File: config.mk
export PLATFORM = sky130hd
export DESIGN_NAME = srp_top
export DESIGN_NICKNAME = d
export VERILOG_FILES = /design/src/rtl/srp_pkg.sv /design/src/rtl/srp_sync.sv /design/src/rtl/srp_frame.sv /design/src/rtl/srp_regfile.sv /design/src/rtl/srp_top.sv
export SDC_FILE = /design/constraint.sdc
export NUM_CORES = 1
export LEC_CHECK = 0
export CORE_MARGIN = 1
export CORE_UTILIZATION = 27
export DETAILED_ROUTE_END_ITERATION = 6
export DONT_BUFFER_PORTS = 1
export PLACE_DENSITY_LB_ADDON = 0.3
export SLEW_MARGIN = 20
export SYNTH_ARGS = -nofsm -noshare
export SYNTH_HDL_FRONTEND = slang
export SYNTH_SLANG_ARGS = --single-unit
File: constraint.sdc
create_clock -name clk -period 2.5 [get_ports clk]
set_input_delay 0.125 -clock clk [delete_from_list [all_inputs] [get_ports clk]]
set_output_delay 0.125 -clock clk [all_outputs]
set_load 0.03 [all_outputs]
File: src/rtl/srp_pkg.sv
package srp_pkg;

    localparam int ADDR_W = 8;

    localparam logic [ADDR_W-1:0] REG_MODE  = 8'h00;
    localparam logic [ADDR_W-1:0] REG_MUX   = 8'h02;
    localparam logic [ADDR_W-1:0] REG_SW    = 8'h08;
    localparam logic [ADDR_W-1:0] REG_RESET = 8'h80;
    localparam logic [ADDR_W-1:0] REG_VER   = 8'hFF;

    typedef enum logic [1:0] {
        ST_COLLECT = 2'd0,
        ST_ARM     = 2'd1,
        ST_SEND    = 2'd2
    } srp_state_e;

endpackage

File: src/rtl/srp_sync.sv
module srp_sync #(
    parameter int             W       = 1,
    parameter int             STAGES  = 2,
    parameter logic [W-1:0]   RST_VAL = '0
) (
    input  logic         clk,
    input  logic         rst_n,
    input  logic [W-1:0] d,
    output logic [W-1:0] q
);

    logic [W-1:0] chain [STAGES];

    always_ff @(posedge clk or negedge rst_n) begin
        if (!rst_n) begin
            chain[0] <= RST_VAL;
        end else begin
            chain[0] <= d;
        end
    end

    genvar g;
    generate
        for (g = 1; g < STAGES; g++) begin : g_stage
            always_ff @(posedge clk or negedge rst_n) begin
                if (!rst_n) begin
                    chain[g] <= RST_VAL;
                end else begin
                    chain[g] <= chain[g-1];
                end
            end
        end
    endgenerate

    assign q = chain[STAGES-1];

endmodule

File: src/rtl/srp_frame.sv
module srp_frame
    import srp_pkg::*;
#(
    parameter int DATA_W = 32
) (
    input  logic              clk,
    input  logic              rst_n,
    input  logic              sclk_s,
    input  logic              stb_n_s,
    input  logic              din_s,
    input  logic [DATA_W-1:0] rd_data,
    output logic              wr_en,
    output logic              rd_load,
    output logic [ADDR_W-1:0] reg_addr,
    output logic [DATA_W-1:0] wr_data,
    output logic              dout
);

    localparam int FRAME_W = DATA_W + ADDR_W;
    localparam int CNT_W   = $clog2(DATA_W + 1);
    localparam logic [CNT_W-1:0] LAST_CNT = CNT_W'(DATA_W);

    srp_state_e state, state_nxt;

    logic               sclk_q;
    logic               rise, fall;
    logic [FRAME_W-1:0] shift_in;
    logic [DATA_W-1:0]  out_sr;
    logic [CNT_W-1:0]   bit_cnt;
    logic               strobe_edge;

    assign rise        = sclk_s & ~sclk_q;
    assign fall        = ~sclk_s & sclk_q;
    assign strobe_edge = (state == ST_COLLECT) & rise & ~stb_n_s;

    assign wr_en    = strobe_edge & din_s;
    assign rd_load  = strobe_edge & ~din_s;
    assign reg_addr = shift_in[ADDR_W-1:0];
    assign wr_data  = shift_in[FRAME_W-1:ADDR_W];

    // state register
    always_ff @(posedge clk or negedge rst_n) begin
        if (!rst_n) begin
            state <= ST_COLLECT;
        end else begin
            state <= state_nxt;
        end
    end

    // next-state logic
    always_comb begin
        state_nxt = state;
        unique case (state)
            ST_COLLECT: begin
                if (rd_load) begin
                    state_nxt = ST_ARM;
                end
            end
            ST_ARM: begin
                if (rise) begin
                    state_nxt = ST_SEND;
                end
            end
            ST_SEND: begin
                if (fall && bit_cnt == LAST_CNT) begin
                    state_nxt = ST_COLLECT;
                end
            end
            default: state_nxt = ST_COLLECT;
        endcase
    end

    // datapath and output registers
    always_ff @(posedge clk or negedge rst_n) begin
        if (!rst_n) begin
            sclk_q   <= 1'b0;
            shift_in <= '0;
            out_sr   <= '0;
            bit_cnt  <= '0;
        end else begin
            sclk_q <= sclk_s;
            if (state == ST_COLLECT && rise && stb_n_s) begin
                shift_in <= {shift_in[FRAME_W-2:0], din_s};
            end
            if (rd_load) begin
                out_sr  <= rd_data;
                bit_cnt <= '0;
            end else if (state == ST_ARM) begin
                if (rise) begin
                    bit_cnt <= CNT_W'(1);
                end
            end else if (state == ST_SEND) begin
                if (rise) begin
                    bit_cnt <= bit_cnt + CNT_W'(1);
                end
                if (fall && bit_cnt != LAST_CNT) begin
                    out_sr <= {out_sr[DATA_W-2:0], 1'b0};
                end
            end
        end
    end

    assign dout = (state != ST_COLLECT) & out_sr[DATA_W-1];

endmodule

File: src/rtl/srp_regfile.sv
module srp_regfile
    import srp_pkg::*;
#(
    parameter int                DATA_W  = 32,
    parameter int                SW_W    = 8,
    parameter logic [DATA_W-1:0] VERSION = '0
) (
    input  logic              clk,
    input  logic              rst_n,
    input  logic              wr_en,
    input  logic [ADDR_W-1:0] reg_addr,
    input  logic [DATA_W-1:0] wr_data,
    input  logic [SW_W-1:0]   sw_s,
    output logic [DATA_W-1:0] rd_data,
    output logic [DATA_W-1:0] mode_q,
    output logic [DATA_W-1:0] mux_q,
    output logic              req_q
);

    always_ff @(posedge clk or negedge rst_n) begin
        if (!rst_n) begin
            mode_q <= '0;
            mux_q  <= '0;
            req_q  <= 1'b0;
        end else if (wr_en) begin
            case (reg_addr)
                REG_MODE:  mode_q <= wr_data;
                REG_MUX:   mux_q  <= wr_data;
                REG_RESET: begin
                    if (wr_data[0]) begin
                        req_q <= 1'b1;
                    end
                end
                default: ;
            endcase
        end
    end

    always_comb begin
        rd_data = '0;
        case (reg_addr)
            REG_MODE:  rd_data = mode_q;
            REG_MUX:   rd_data = mux_q;
            REG_SW:    rd_data[SW_W-1:0] = sw_s;
            REG_RESET: rd_data[0] = req_q;
            REG_VER:   rd_data = VERSION;
            default:   rd_data = '0;
        endcase
    end

endmodule

File: src/rtl/srp_top.sv
module srp_top
    import srp_pkg::*;
#(
    parameter int                DATA_W      = 32,
    parameter int                SW_W        = 8,
    parameter int                SYNC_STAGES = 2,
    parameter logic [DATA_W-1:0] VERSION     = 32'h0001_0000
) (
    input  logic              clk,
    input  logic              rst_n,
    input  logic              ser_clk_i,
    input  logic              ser_stb_n_i,
    input  logic              ser_din_i,
    output logic              ser_dout_o,
    input  logic [SW_W-1:0]   sw_bank_i,
    output logic [DATA_W-1:0] mode_o,
    output logic [DATA_W-1:0] mux_o,
    output logic              rst_req_o
);

    logic [2:0]        line_s;
    logic [SW_W-1:0]   sw_s;
    logic              wr_en;
    logic              rd_load;
    logic [ADDR_W-1:0] reg_addr;
    logic [DATA_W-1:0] wr_data;
    logic [DATA_W-1:0] rd_data;

    // order: {serial clock, strobe, data in}; strobe resets to idle high
    srp_sync #(
        .W       (3),
        .STAGES  (SYNC_STAGES),
        .RST_VAL (3'b010)
    ) u_line_sync (
        .clk   (clk),
        .rst_n (rst_n),
        .d     ({ser_clk_i, ser_stb_n_i, ser_din_i}),
        .q     (line_s)
    );

    srp_sync #(
        .W       (SW_W),
        .STAGES  (SYNC_STAGES),
        .RST_VAL ('0)
    ) u_sw_sync (
        .clk   (clk),
        .rst_n (rst_n),
        .d     (sw_bank_i),
        .q     (sw_s)
    );

    srp_frame #(
        .DATA_W (DATA_W)
    ) u_frame (
        .clk      (clk),
        .rst_n    (rst_n),
        .sclk_s   (line_s[2]),
        .stb_n_s  (line_s[1]),
        .din_s    (line_s[0]),
        .rd_data  (rd_data),
        .wr_en    (wr_en),
        .rd_load  (rd_load),
        .reg_addr (reg_addr),
        .wr_data  (wr_data),
        .dout     (ser_dout_o)
    );

    srp_regfile #(
        .DATA_W  (DATA_W),
        .SW_W    (SW_W),
        .VERSION (VERSION)
    ) u_regs (
        .clk      (clk),
        .rst_n    (rst_n),
        .wr_en    (wr_en),
        .reg_addr (reg_addr),
        .wr_data  (wr_data),
        .sw_s     (sw_s),
        .rd_data  (rd_data),
        .mode_q   (mode_o),
        .mux_q    (mux_o),
        .req_q    (rst_req_o)
    );

endmodule

==> impl_metrics.ini <==
[clock_network]
cts.sinks = 168
post_cts_buffers = 0
cts-root-buf = clkbuf_16
clk_pin_slew_worst_paths_ns = 0.07
htreeDepth = 4
cts_hold_buf = 11
cts_buffers = 17
cts_tree = built
clockBufferDepth = 2
clk_latency_ns = 0.44

[floorplanning]
dieArea_um2 = 27200
die_y_um = 165
io_pins = 79
core_um2 = 26100
fp.dieW_um = 165
initial_core_util_pct = 27.5
num_rows = 59

[global_routing]
grt_usage_pct = 12.2
grt_pass1_vias = 4404
grt_max_degree = 169
grt_antenna_before_repair = 0
grtUsageMet1_pct = 16.0
use_met3_pct = 3.44
grt_pass1_wl_mm = 25.0
busiest_layer = met2
grt_overflow = 0
globalRouteMet2Util_pct = 19.4

[worst_setup_path]
endpoint = u_regs.mode_q[23]
r2r_setup_slack_ns = 0.27
crit_fanout = 19
crit_required_ns = 2.81
critical_path_arrival_ns = 2.55
end_kind = flip-flop
crit_path_top_delay_cell = dfrtp_1
startpoint = u_frame.state[1]
crit_type = flip-flop to flip-flop
cp_top_family = simple AND/OR/NAND/NOR gates
critical-path-max-stage-delay_ns = 0.40
r2r_cells = 7
start_kind = flip-flop
path_depth = 7
cp_cell_sequence = inv_1 > ha_1 > and4bb_4 > nand2_1 > nor3_4 > buf_4 > mux2_2
crit_buf_inv = 2
worstReg2RegEnd = u_regs.mode_q[23]
r2r_start = u_frame.state[1]

[route]
drtIter0Drc = 166
drt_wl_total_mm = 15.4
dr.pass1.iters = 4
vias = 4011
vias_per_cell = 4.70
drc = 0
wire_per_inst_um = 18.0
detail-route-antenna-nets = 0

[outcome]
status = finished, violations left
violations = negative hold slack

[sta]
rsz0062_at_grt = false
finalCritPeriodShare_pct = 89.3
setup_tns_ns = 0
hold_violations = 168
setup_viol = 0
hold_ws_ns = -0.610
max_freq_mhz = 448
fin_skew_ns = 0.0157
fin_crit_ns = 2.23
worst_pin_slew_ns = 0.703
maxSlewHeadroom_pct = 53.1
final_max_slew_viol_count = 0

[placed_design]
gp_congestion = 0.743
dpl.hpwl_mm = 9.87
io_buffer_count = 0

[synthesis]
yosysSeqAreaShare_pct = 58.7
synth_cells = 489
ys_ff_latch = 168
synth_top_area_cell = dfrtp_1
synth.avg_cell_area_um2 = 14.7
synth_fp_nets = 509
synth_cell_type_count = 51
yosysTopAreaCellShare_pct = 58.0
synth_edf_count = 0
ys_warn_count = 0
synthesis.area_um2 = 7170
synthArstFlopShare_pct = 100
synth.area.top_cells = dfrtp_1 (58%), mux2_2 (17%), mux2i_1 (4.6%)
synth_flop_cell = dfrtp_1

[final_layout]
area_growth_pct = 15.5
mostFrequentLayoutCells = dfrtp_1 (165), mux2_2 (111), mux2i_1 (33)
drive_gt1_share_pct = 35.8
antennaDiodeCount = 0
fill_cells = 2576
final_nets = 526
layout_commonest_cell = dfrtp_1

[power]
p_leak_nw = 3.78
finalPower_mw = 7.39
power_density_nw_per_um2 = 893
ir_drop_mv = 0.424

[min_path]
hold_class = primary input to async pin

[job]
maxCapViolCount = 0
worst min-delay path by stage:
stage | from | slack, ns | to | cells past startpoint
CTS | rst_n | -0.65 | u_frame.shift_in[13] | 0
global route | rst_n | -0.64 | u_frame.shift_in[19] | 0
floorplan | rst_n | -0.17 | u_frame.bit_cnt[0] | 0
global placement | rst_n | -0.16 | u_regs.mux_q[11] | 0
detailed placement | rst_n | -0.16 | u_frame.shift_in[19] | 0
finish | rst_n | -0.61 | u_frame.shift_in[19] | 0
cell usage after synthesis, types with 2 or more instances:
master     number
dfstp_2         2
nand2b_1        2
mux2_1          7
nand2_1        11
buf_2           6
a2bb2oi_1       7
clkbuf_4        2
buf_6           4
dfrtp_1       166
nor3_1          5
ha_1            7
o2bb2ai_1      23
buf_4           5
o221a_2         8
o21ai_0        12
nor2_1          4
nand3_1         5
mux2i_1        33
buf_1           5
a22o_1          2
nand4_1         2
clkbuf_1        4
nor2b_1         5
mux2_4         10
o41ai_1         2
a221o_1         2
o21a_1          2
inv_1          13
mux2_2        111
per-layer routing:
| layer | vias up | routed length, µm |
|---|---|---|
| met1 | 2091 | 7130 |
| li1 | 1833 | - |
| met2 | 73 | 7360 |
| met5 | - | 0 |
| met3 | 14 | 709 |
| met4 | 0 | 170 |
final cells by class:
| class | count | area (µm²) | share of cell area (%) |
|---|---|---|---|
| Multi-Input combinational cell | 281 | 2750 | 33.3 |
| Inverter | 13 | 48.8 | 0.590 |
| Timing Repair Buffer | 25 | 240 | 2.90 |
| Sequential cell | 168 | 4210 | 50.9 |
| Clock inverter | 15 | 178 | 2.15 |
| Clock buffer | 17 | 425 | 5.14 |
| Tap cell | 335 | 419 | 5.07 |
cells by family after synthesis:
kind of cell,after synthesis,synth area share [%]
compound gates,68,7.88
fa+ha+maj,7,1.22
buf+inv,40,3.14
flops,168,58.7
mux,161,25.2
simple gates,45,3.81
state kept, by name, indices dropped and copies added (netlist names), 2 cells and up:
name,flops
u_regs.mode_q,32
u_frame.shift_in,40
u_frame.bit_cnt,6
u_frame.state,2
u_line_sync.q,3
u_sw_sync.chain,8
u_line_sync.chain,3
u_frame.out_sr,32
u_regs.mux_q,32
u_sw_sync.q,8
report_power, final:
group	total [mW]	switching, mW	internal [mW]
logic	1.50	0.727	0.774
registers	3.26	0.260	3.00
clock network	2.63	1.28	1.35
total	7.39	2.27	5.12
metrics by stage:
stage               worst slack, ns  util (%)  std cells  cell area, µm²
floorplan                     0.446         -        489            7170
global route                 0.0946      31.7        854            8270
global placement              0.239      29.0        811            7560
CTS                          0.0736      31.7        854            8270
detailed placement           0.0961      29.0        811            7560
finish                        0.266      31.7        854            8270
what timing repair did:
action	4_1_cts	5_1_grt
resized for setup	0	2
setup endpoints to repair	0	17
endpoints found under the hold margin	179	168
No activity file was read; power rests on OpenSTA's default activity.
